===== src/rtl/sio_cfg_pkg.sv =====
package sio_cfg_pkg;
  typedef logic [7:0] byte_t;
  typedef enum logic [1:0] {
    LK_SHUT = 2'd0,
    LK_HALF = 2'd1,
    LK_OPEN = 2'd2
  } lock_state_e;
  localparam byte_t BUS_IDLE = 8'hFF;
endpackage


===== src/rtl/sio_unlock_fsm.sv =====
module sio_unlock_fsm
  import sio_cfg_pkg::*;
#(
  parameter byte_t KEY_ENTER = 8'h87,
  parameter byte_t KEY_EXIT  = 8'hAA
) (
  input  logic  clk,
  input  logic  rst_n,
  input  logic  idx_wr,
  input  byte_t wdata,
  output logic  cfg_open
);
  lock_state_e st_q, st_d;

  always_comb begin
    st_d = st_q;
    if (idx_wr) begin
      unique case (st_q)
        LK_SHUT: st_d = (wdata == KEY_ENTER) ? LK_HALF : LK_SHUT;
        LK_HALF: st_d = (wdata == KEY_ENTER) ? LK_OPEN : LK_SHUT;
        LK_OPEN: st_d = (wdata == KEY_EXIT)  ? LK_SHUT : LK_OPEN;
        default: st_d = LK_SHUT;
      endcase
    end
  end

  always_ff @(posedge clk or negedge rst_n) begin
    if (!rst_n) st_q <= LK_SHUT;
    else        st_q <= st_d;
  end

  assign cfg_open = (st_q == LK_OPEN);
endmodule


===== src/rtl/sio_index_regs.sv =====
module sio_index_regs
  import sio_cfg_pkg::*;
#(
  parameter byte_t KEY_EXIT = 8'hAA,
  parameter byte_t LDN_IDX  = 8'h07
) (
  input  logic  clk,
  input  logic  rst_n,
  input  logic  cfg_open,
  input  logic  idx_wr,
  input  logic  dat_wr,
  input  byte_t wdata,
  output byte_t idx_q,
  output byte_t ldn_q
);
  always_ff @(posedge clk or negedge rst_n) begin
    if (!rst_n) begin
      idx_q <= '0;
      ldn_q <= '0;
    end else if (cfg_open) begin
      if (idx_wr && wdata != KEY_EXIT) idx_q <= wdata;
      if (dat_wr && idx_q == LDN_IDX)  ldn_q <= wdata;
    end
  end
endmodule


===== src/rtl/sio_access_route.sv =====
module sio_access_route
  import sio_cfg_pkg::*;
#(
  parameter byte_t CHIP_ID    = 8'h52,
  parameter byte_t DEV_LDN    = 8'h08,
  parameter byte_t LDN_IDX    = 8'h07,
  parameter byte_t ID_IDX     = 8'h20,
  parameter byte_t BANK_START = 8'h30
) (
  input  logic  cfg_open,
  input  byte_t idx_q,
  input  byte_t ldn_q,
  input  logic  idx_rd,
  input  logic  dat_rd,
  input  logic  dat_wr,
  input  byte_t wdata,
  input  byte_t rf_rdata,
  output byte_t io_rdata,
  output logic  rf_wr,
  output logic  rf_rd,
  output byte_t rf_addr,
  output byte_t rf_wdata
);
  logic banked, bank_sel;

  assign banked   = (idx_q >= BANK_START);
  assign bank_sel = banked && (ldn_q == DEV_LDN);
  assign rf_addr  = idx_q;
  assign rf_wdata = wdata;

  always_comb begin
    io_rdata = BUS_IDLE;
    rf_wr    = 1'b0;
    rf_rd    = 1'b0;
    if (cfg_open) begin
      rf_wr = dat_wr && bank_sel;
      rf_rd = dat_rd && bank_sel;
      if (idx_rd) begin
        io_rdata = idx_q;
      end else if (dat_rd) begin
        if (bank_sel)              io_rdata = rf_rdata;
        else if (banked)           io_rdata = BUS_IDLE;
        else if (idx_q == LDN_IDX) io_rdata = ldn_q;
        else if (idx_q == ID_IDX)  io_rdata = CHIP_ID;
        else                       io_rdata = BUS_IDLE;
      end
    end
  end
endmodule


===== src/rtl/sio_cfg_port.sv =====
module sio_cfg_port
  import sio_cfg_pkg::*;
#(
  parameter int    ADDR_W     = 16,
  parameter logic [ADDR_W-1:0] BASE_PRI = 16'h002E,
  parameter logic [ADDR_W-1:0] BASE_ALT = 16'h004E,
  parameter byte_t CHIP_ID    = 8'h52,
  parameter byte_t DEV_LDN    = 8'h08,
  parameter byte_t KEY_ENTER  = 8'h87,
  parameter byte_t KEY_EXIT   = 8'hAA,
  parameter byte_t LDN_IDX    = 8'h07,
  parameter byte_t ID_IDX     = 8'h20,
  parameter byte_t BANK_START = 8'h30
) (
  input  logic              clk,
  input  logic              rst_n,
  input  logic              strap_alt,
  input  logic [ADDR_W-1:0] io_addr,
  input  logic              io_wr,
  input  logic              io_rd,
  input  logic [7:0]        io_wdata,
  output logic [7:0]        io_rdata,
  output logic              io_hit,
  output logic              rf_wr,
  output logic              rf_rd,
  output logic [7:0]        rf_addr,
  output logic [7:0]        rf_wdata,
  input  logic [7:0]        rf_rdata
);
  logic [ADDR_W-1:0] base_sel;
  logic at_idx, at_dat;
  logic idx_wr, idx_rd, dat_wr, dat_rd;
  logic cfg_open;
  byte_t idx_q, ldn_q;

  assign base_sel = strap_alt ? BASE_ALT : BASE_PRI;
  assign at_idx   = (io_addr == base_sel);
  assign at_dat   = (io_addr == base_sel + ADDR_W'(1));
  assign io_hit   = at_idx || at_dat;
  assign idx_wr   = at_idx && io_wr;
  assign idx_rd   = at_idx && io_rd;
  assign dat_wr   = at_dat && io_wr;
  assign dat_rd   = at_dat && io_rd;

  sio_unlock_fsm #(
    .KEY_ENTER(KEY_ENTER), .KEY_EXIT(KEY_EXIT)
  ) lock_i (
    .clk(clk), .rst_n(rst_n), .idx_wr(idx_wr), .wdata(io_wdata),
    .cfg_open(cfg_open)
  );

  sio_index_regs #(
    .KEY_EXIT(KEY_EXIT), .LDN_IDX(LDN_IDX)
  ) regs_i (
    .clk(clk), .rst_n(rst_n), .cfg_open(cfg_open), .idx_wr(idx_wr),
    .dat_wr(dat_wr), .wdata(io_wdata), .idx_q(idx_q), .ldn_q(ldn_q)
  );

  sio_access_route #(
    .CHIP_ID(CHIP_ID), .DEV_LDN(DEV_LDN), .LDN_IDX(LDN_IDX),
    .ID_IDX(ID_IDX), .BANK_START(BANK_START)
  ) route_i (
    .cfg_open(cfg_open), .idx_q(idx_q), .ldn_q(ldn_q),
    .idx_rd(idx_rd), .dat_rd(dat_rd), .dat_wr(dat_wr), .wdata(io_wdata),
    .rf_rdata(rf_rdata), .io_rdata(io_rdata), .rf_wr(rf_wr), .rf_rd(rf_rd),
    .rf_addr(rf_addr), .rf_wdata(rf_wdata)
  );
endmodule


===== config.mk =====
export PLATFORM = sky130hd
export DESIGN_NAME = sio_cfg_port
export DESIGN_NICKNAME = d
export VERILOG_FILES = /design/src/rtl/sio_cfg_pkg.sv /design/src/rtl/sio_unlock_fsm.sv /design/src/rtl/sio_index_regs.sv /design/src/rtl/sio_access_route.sv /design/src/rtl/sio_cfg_port.sv
export SDC_FILE = /design/constraint.sdc
export NUM_CORES = 1
export LEC_CHECK = 0
export BUFFER_PORTS_ARGS = -buffer_cell sky130_fd_sc_hd__buf_4
export CAP_MARGIN = 5
export CORE_UTILIZATION = 50
export CTS_BUF_LIST = sky130_fd_sc_hd__clkbuf_16
export CTS_CLUSTER_DIAMETER = 80
export CTS_CLUSTER_SIZE = 10
export DETAILED_ROUTE_END_ITERATION = 8
export GPL_ROUTABILITY_DRIVEN = 0
export PLACE_DENSITY = 0.85
export REMOVE_ABC_BUFFERS = 1
export SLEW_MARGIN = 30
export SYNTH_ARGS = -nofsm -noshare
export SYNTH_HDL_FRONTEND = slang
export SYNTH_HIERARCHICAL = 1
export SYNTH_SLANG_ARGS = --single-unit

===== constraint.sdc =====
create_clock -name clk -period 4.3 [get_ports clk]
set_input_delay 0.43 -clock clk [delete_from_list [all_inputs] [get_ports clk]]
set_output_delay 0.43 -clock clk [all_outputs]
set_load 0.03 [all_outputs]

==> run_results.csv <==
group,metric,value,unit
logic_synthesis,synth_area_leader_cell,"dfrtp_1",
logic_synthesis,yosysMostFrequentCell,"dfrtp_1",
logic_synthesis,synthMuxAreaShare,0.141,
worst_setup_path,crit_path_frequent_cell,"buf_4",
final_layout,nNetsFinal,219,
routing,drc,0,
worst_setup_path,start_kind,"input port",
logic_synthesis,yosysWarnings,6,
logic_synthesis,synth_top_family_by_area,"simple AND/OR/NAND/NOR gates",
logic_synthesis,synth_common_cells,"18 x dfrtp_1, 16 x buf_4, 14 x mux2_2",
worst_setup_path,rrSetupSlack,2.27,ns
sta,hold_viol,0,
cts,cts_tree,"built",
final_layout,fin_util,0.725,
logic_synthesis,synth_compound_area_frac,0.150,
global_routing,grt_antenna_before_repair,0,
cts,cts.path.max_buffers,2,
logic_synthesis,synthCells,131,
sta,rsz0062_at_grt,"false",
worst_setup_path,required,3.87,ns
sta,skew,0.00346,ns
power,ir_worst_vdd,0.000299,V
logic_synthesis,async_flop_share,1.00,
final_layout,final_layout_size_suffix_gt1_frac,0.536,
cts,cts_setup_buffers,0,
cts,insertion_delay,0.25,ns
worst_setup_path,crit_slowest_cell,"nor3_1",
cts,cts_root_buf,"clkbuf_16",
floorplanning,ioPinCount,64,
cts,ctsHoldBuffers,0,
worst_setup_path,critPathMaxStageDelay,0.52,ns
placed_design,dp_slack,1.17,ns
sta,fin_crit,3.15,ns
floorplanning,coreArea,2570,um2
worst_setup_path,end_kind,"output port",
power,p_leak,0.912,nW
hold_path,worstHoldPathType,"input port to async pin",
worst_setup_path,critPathBufInv,3,
worst_setup_path,endpoint,"io_rdata[2]",
worst_setup_path,reg2reg_to,"regs_i/ldn_q[6]",
logic_synthesis,synth_edf_count,0,
sta,report.final.slew_viol_count,0,
placed_design,port_buffers,63,
logic_synthesis,avgSynthCellArea,10.7,um2
run,drv_cap,0,
logic_synthesis,ys_ff_latch,18,
global_routing,grt_pass1_wl,6000,um
floorplanning,die_area,3010,um2
worst_setup_path,path_delay_family,"simple AND/OR/NAND/NOR gates",
sta,timing.final.ws_setup,1.15,ns
global_routing,grt_max_degree,19,
sta,slew_headroom,0.458,
sta,fin_tns_setup,0,ns
worst_setup_path,path_class,"input port to output port",
routing,ant_nets,0,
logic_synthesis,synth_fa_ha_area_frac,0,
floorplanning,die_h,54.9,um
global_routing,gr-usage-all-layers,0.288,
final_layout,syn_to_final_growth,33.1,%
worst_setup_path,startpoint,"io_addr[14]",
worst_setup_path,critical_path_depth,8,
sta,fmax,317,MHz
worst_setup_path,worstPathMaxFanout,6,
floorplanning,initial_core_util,0.544,
worst_setup_path,ff2ff_path_depth,5,
routing,drt_iter0_markers,30,
logic_synthesis,synth-simple-area-share,0.270,
status,outcome,"finished clean",
logic_synthesis,synth_seq_area_share,0.322,
routing,num_vias,1297,
cts,clk_pin_slew,0.05,ns
cts,cts_max_level,1,
routing,wl,3750,um
routing,via_per_inst,6.15,
global_routing,grt_pass1_vias,1278,
worst_setup_path,cp.arrival,2.72,ns
sta,setup_viol,0,
sta,period_share,0.733,
logic_synthesis,synth_flop_cell,"dfrtp_1",
logic_synthesis,netlist.area_leader.share,0.322,
logic_synthesis,synthTopCellsByArea,"dfrtp_1 32%, mux2_2 11%, buf_4 8.6%",
routing,wl_per_cell,17.8,um
cts,post_cts_resized,0,
cts,cts.sinks,18,
power,power_density,219,nW/um2
logic_synthesis,synth_xor_area_frac,0,
sta,tightest_slew,0.805,ns
routing,firstDrtPassIters,4,
global_routing,grt_overflow,0,
floorplanning,die_width,54.9,um
cts,cts_buffers,3,
logic_synthesis,yosysUniqueCellTypes,37,
logic_synthesis,synth_area,1400,um2
placed_design,place_hpwl,2850,um
floorplanning,std_cell_rows,18,
worst_setup_path,rr_startpoint,"lock_i/st_q[1]",
final_layout,antennaDiodeCount,0,
worst_setup_path,cp_cell_sequence,"buf_4, nand4b_1, or4_4, nor3_1, inv_1, o41ai_1, o311ai_1, buf_4",
==> placed cells by master, fill, tap and decap left out <==
master,count
o221ai_2,1
mux2_2,14
nand4b_1,1
nand3_2,1
o211ai_1,4
inv_1,6
o41ai_1,5
nor4b_2,1
a211o_4,1
a211o_1,1
nor3b_1,1
nor4b_4,1
nor4_2,2
and4bb_1,3
nor4b_1,1
nand2_1,12
dfrtp_1,18
a21oi_4,1
a211oi_1,1
nor4_1,2
o311ai_1,5
nand4_4,1
nor3_1,2
nand4_2,1
nand4_1,2
clkinv_1,1
clkbuf_16,3
buf_4,64
mux2i_1,1
nand4b_4,1
and4b_1,2
o32ai_1,3
and3b_1,1
or4_4,1
mux2_4,2
and4bb_2,2
nor2_1,12
==> cell type report <==
class | instances | area [um2]
well taps | 30 | 37.5
multi-input cells | 89 | 791
flip-flops and latches | 18 | 450
fillers | 173 | 707
clock buffers | 3 | 75.1
clock inverters | 1 | 3.75
inverters | 6 | 22.5
repair buffers | 64 | 480
==> cells by family after synthesis <==
kind of cell           Yosys count
multiplexers                    17
flip-flops                      18
AND/OR/NAND/NOR                 50
AO/OA/AOI/OAI                   22
buffers and inverters           24
==> state kept, by name, summed over array words and instances (netlist names) <==
register	count
regs_i/ldn_q	8
lock_i/st_q	2
regs_i/idx_q	8
==> layer usage <==
layer / GRT usage / vias to the layer above / wire (um)
li1: - / 598 / -
met2: 0.486 / 69 / 1840
met1: 0.355 / 624 / 1550
met4: 0.132 / 0 / 51
met5: 0 / - / 0
met3: 0.0444 / 6 / 310
==> worst min path at each step <==
| stage | end | slack [ns] | depth (start not counted) |
|---|---|---|---|
| floorplan | lock_i/st_q[0] | 0.13 | 0 |
| global placement | lock_i/st_q[0] | 0.31 | 1 |
| detailed placement | lock_i/st_q[1] | 0.31 | 1 |
| CTS | regs_i/idx_q[0] | 0.04 | 1 |
| global route | lock_i/st_q[1] | 0.06 | 1 |
| finish | regs_i/idx_q[0] | 0.04 | 1 |
==> report_power, final <==
group	internal [mW]	switching, mW	leakage (nW)
clock network	0.124	0.0602	0.0385
registers	0.170	0.00000604	0.241
logic	0.0292	0.0253	0.633
total	0.322	0.0856	0.912
==> through the flow <==
stage,instance area (um2),power [mW],hold WS [ns],std cells
after floorplan,1260,0.178,0.134,113
after global placement,1780,0.226,0.306,207
after global routing,1860,0.422,0.0559,211
after detailed placement,1780,0.227,0.312,207
final,1860,0.408,0.0408,211
after CTS,1860,0.413,0.0434,211
Note: power is estimated with default switching activity, not from simulation.
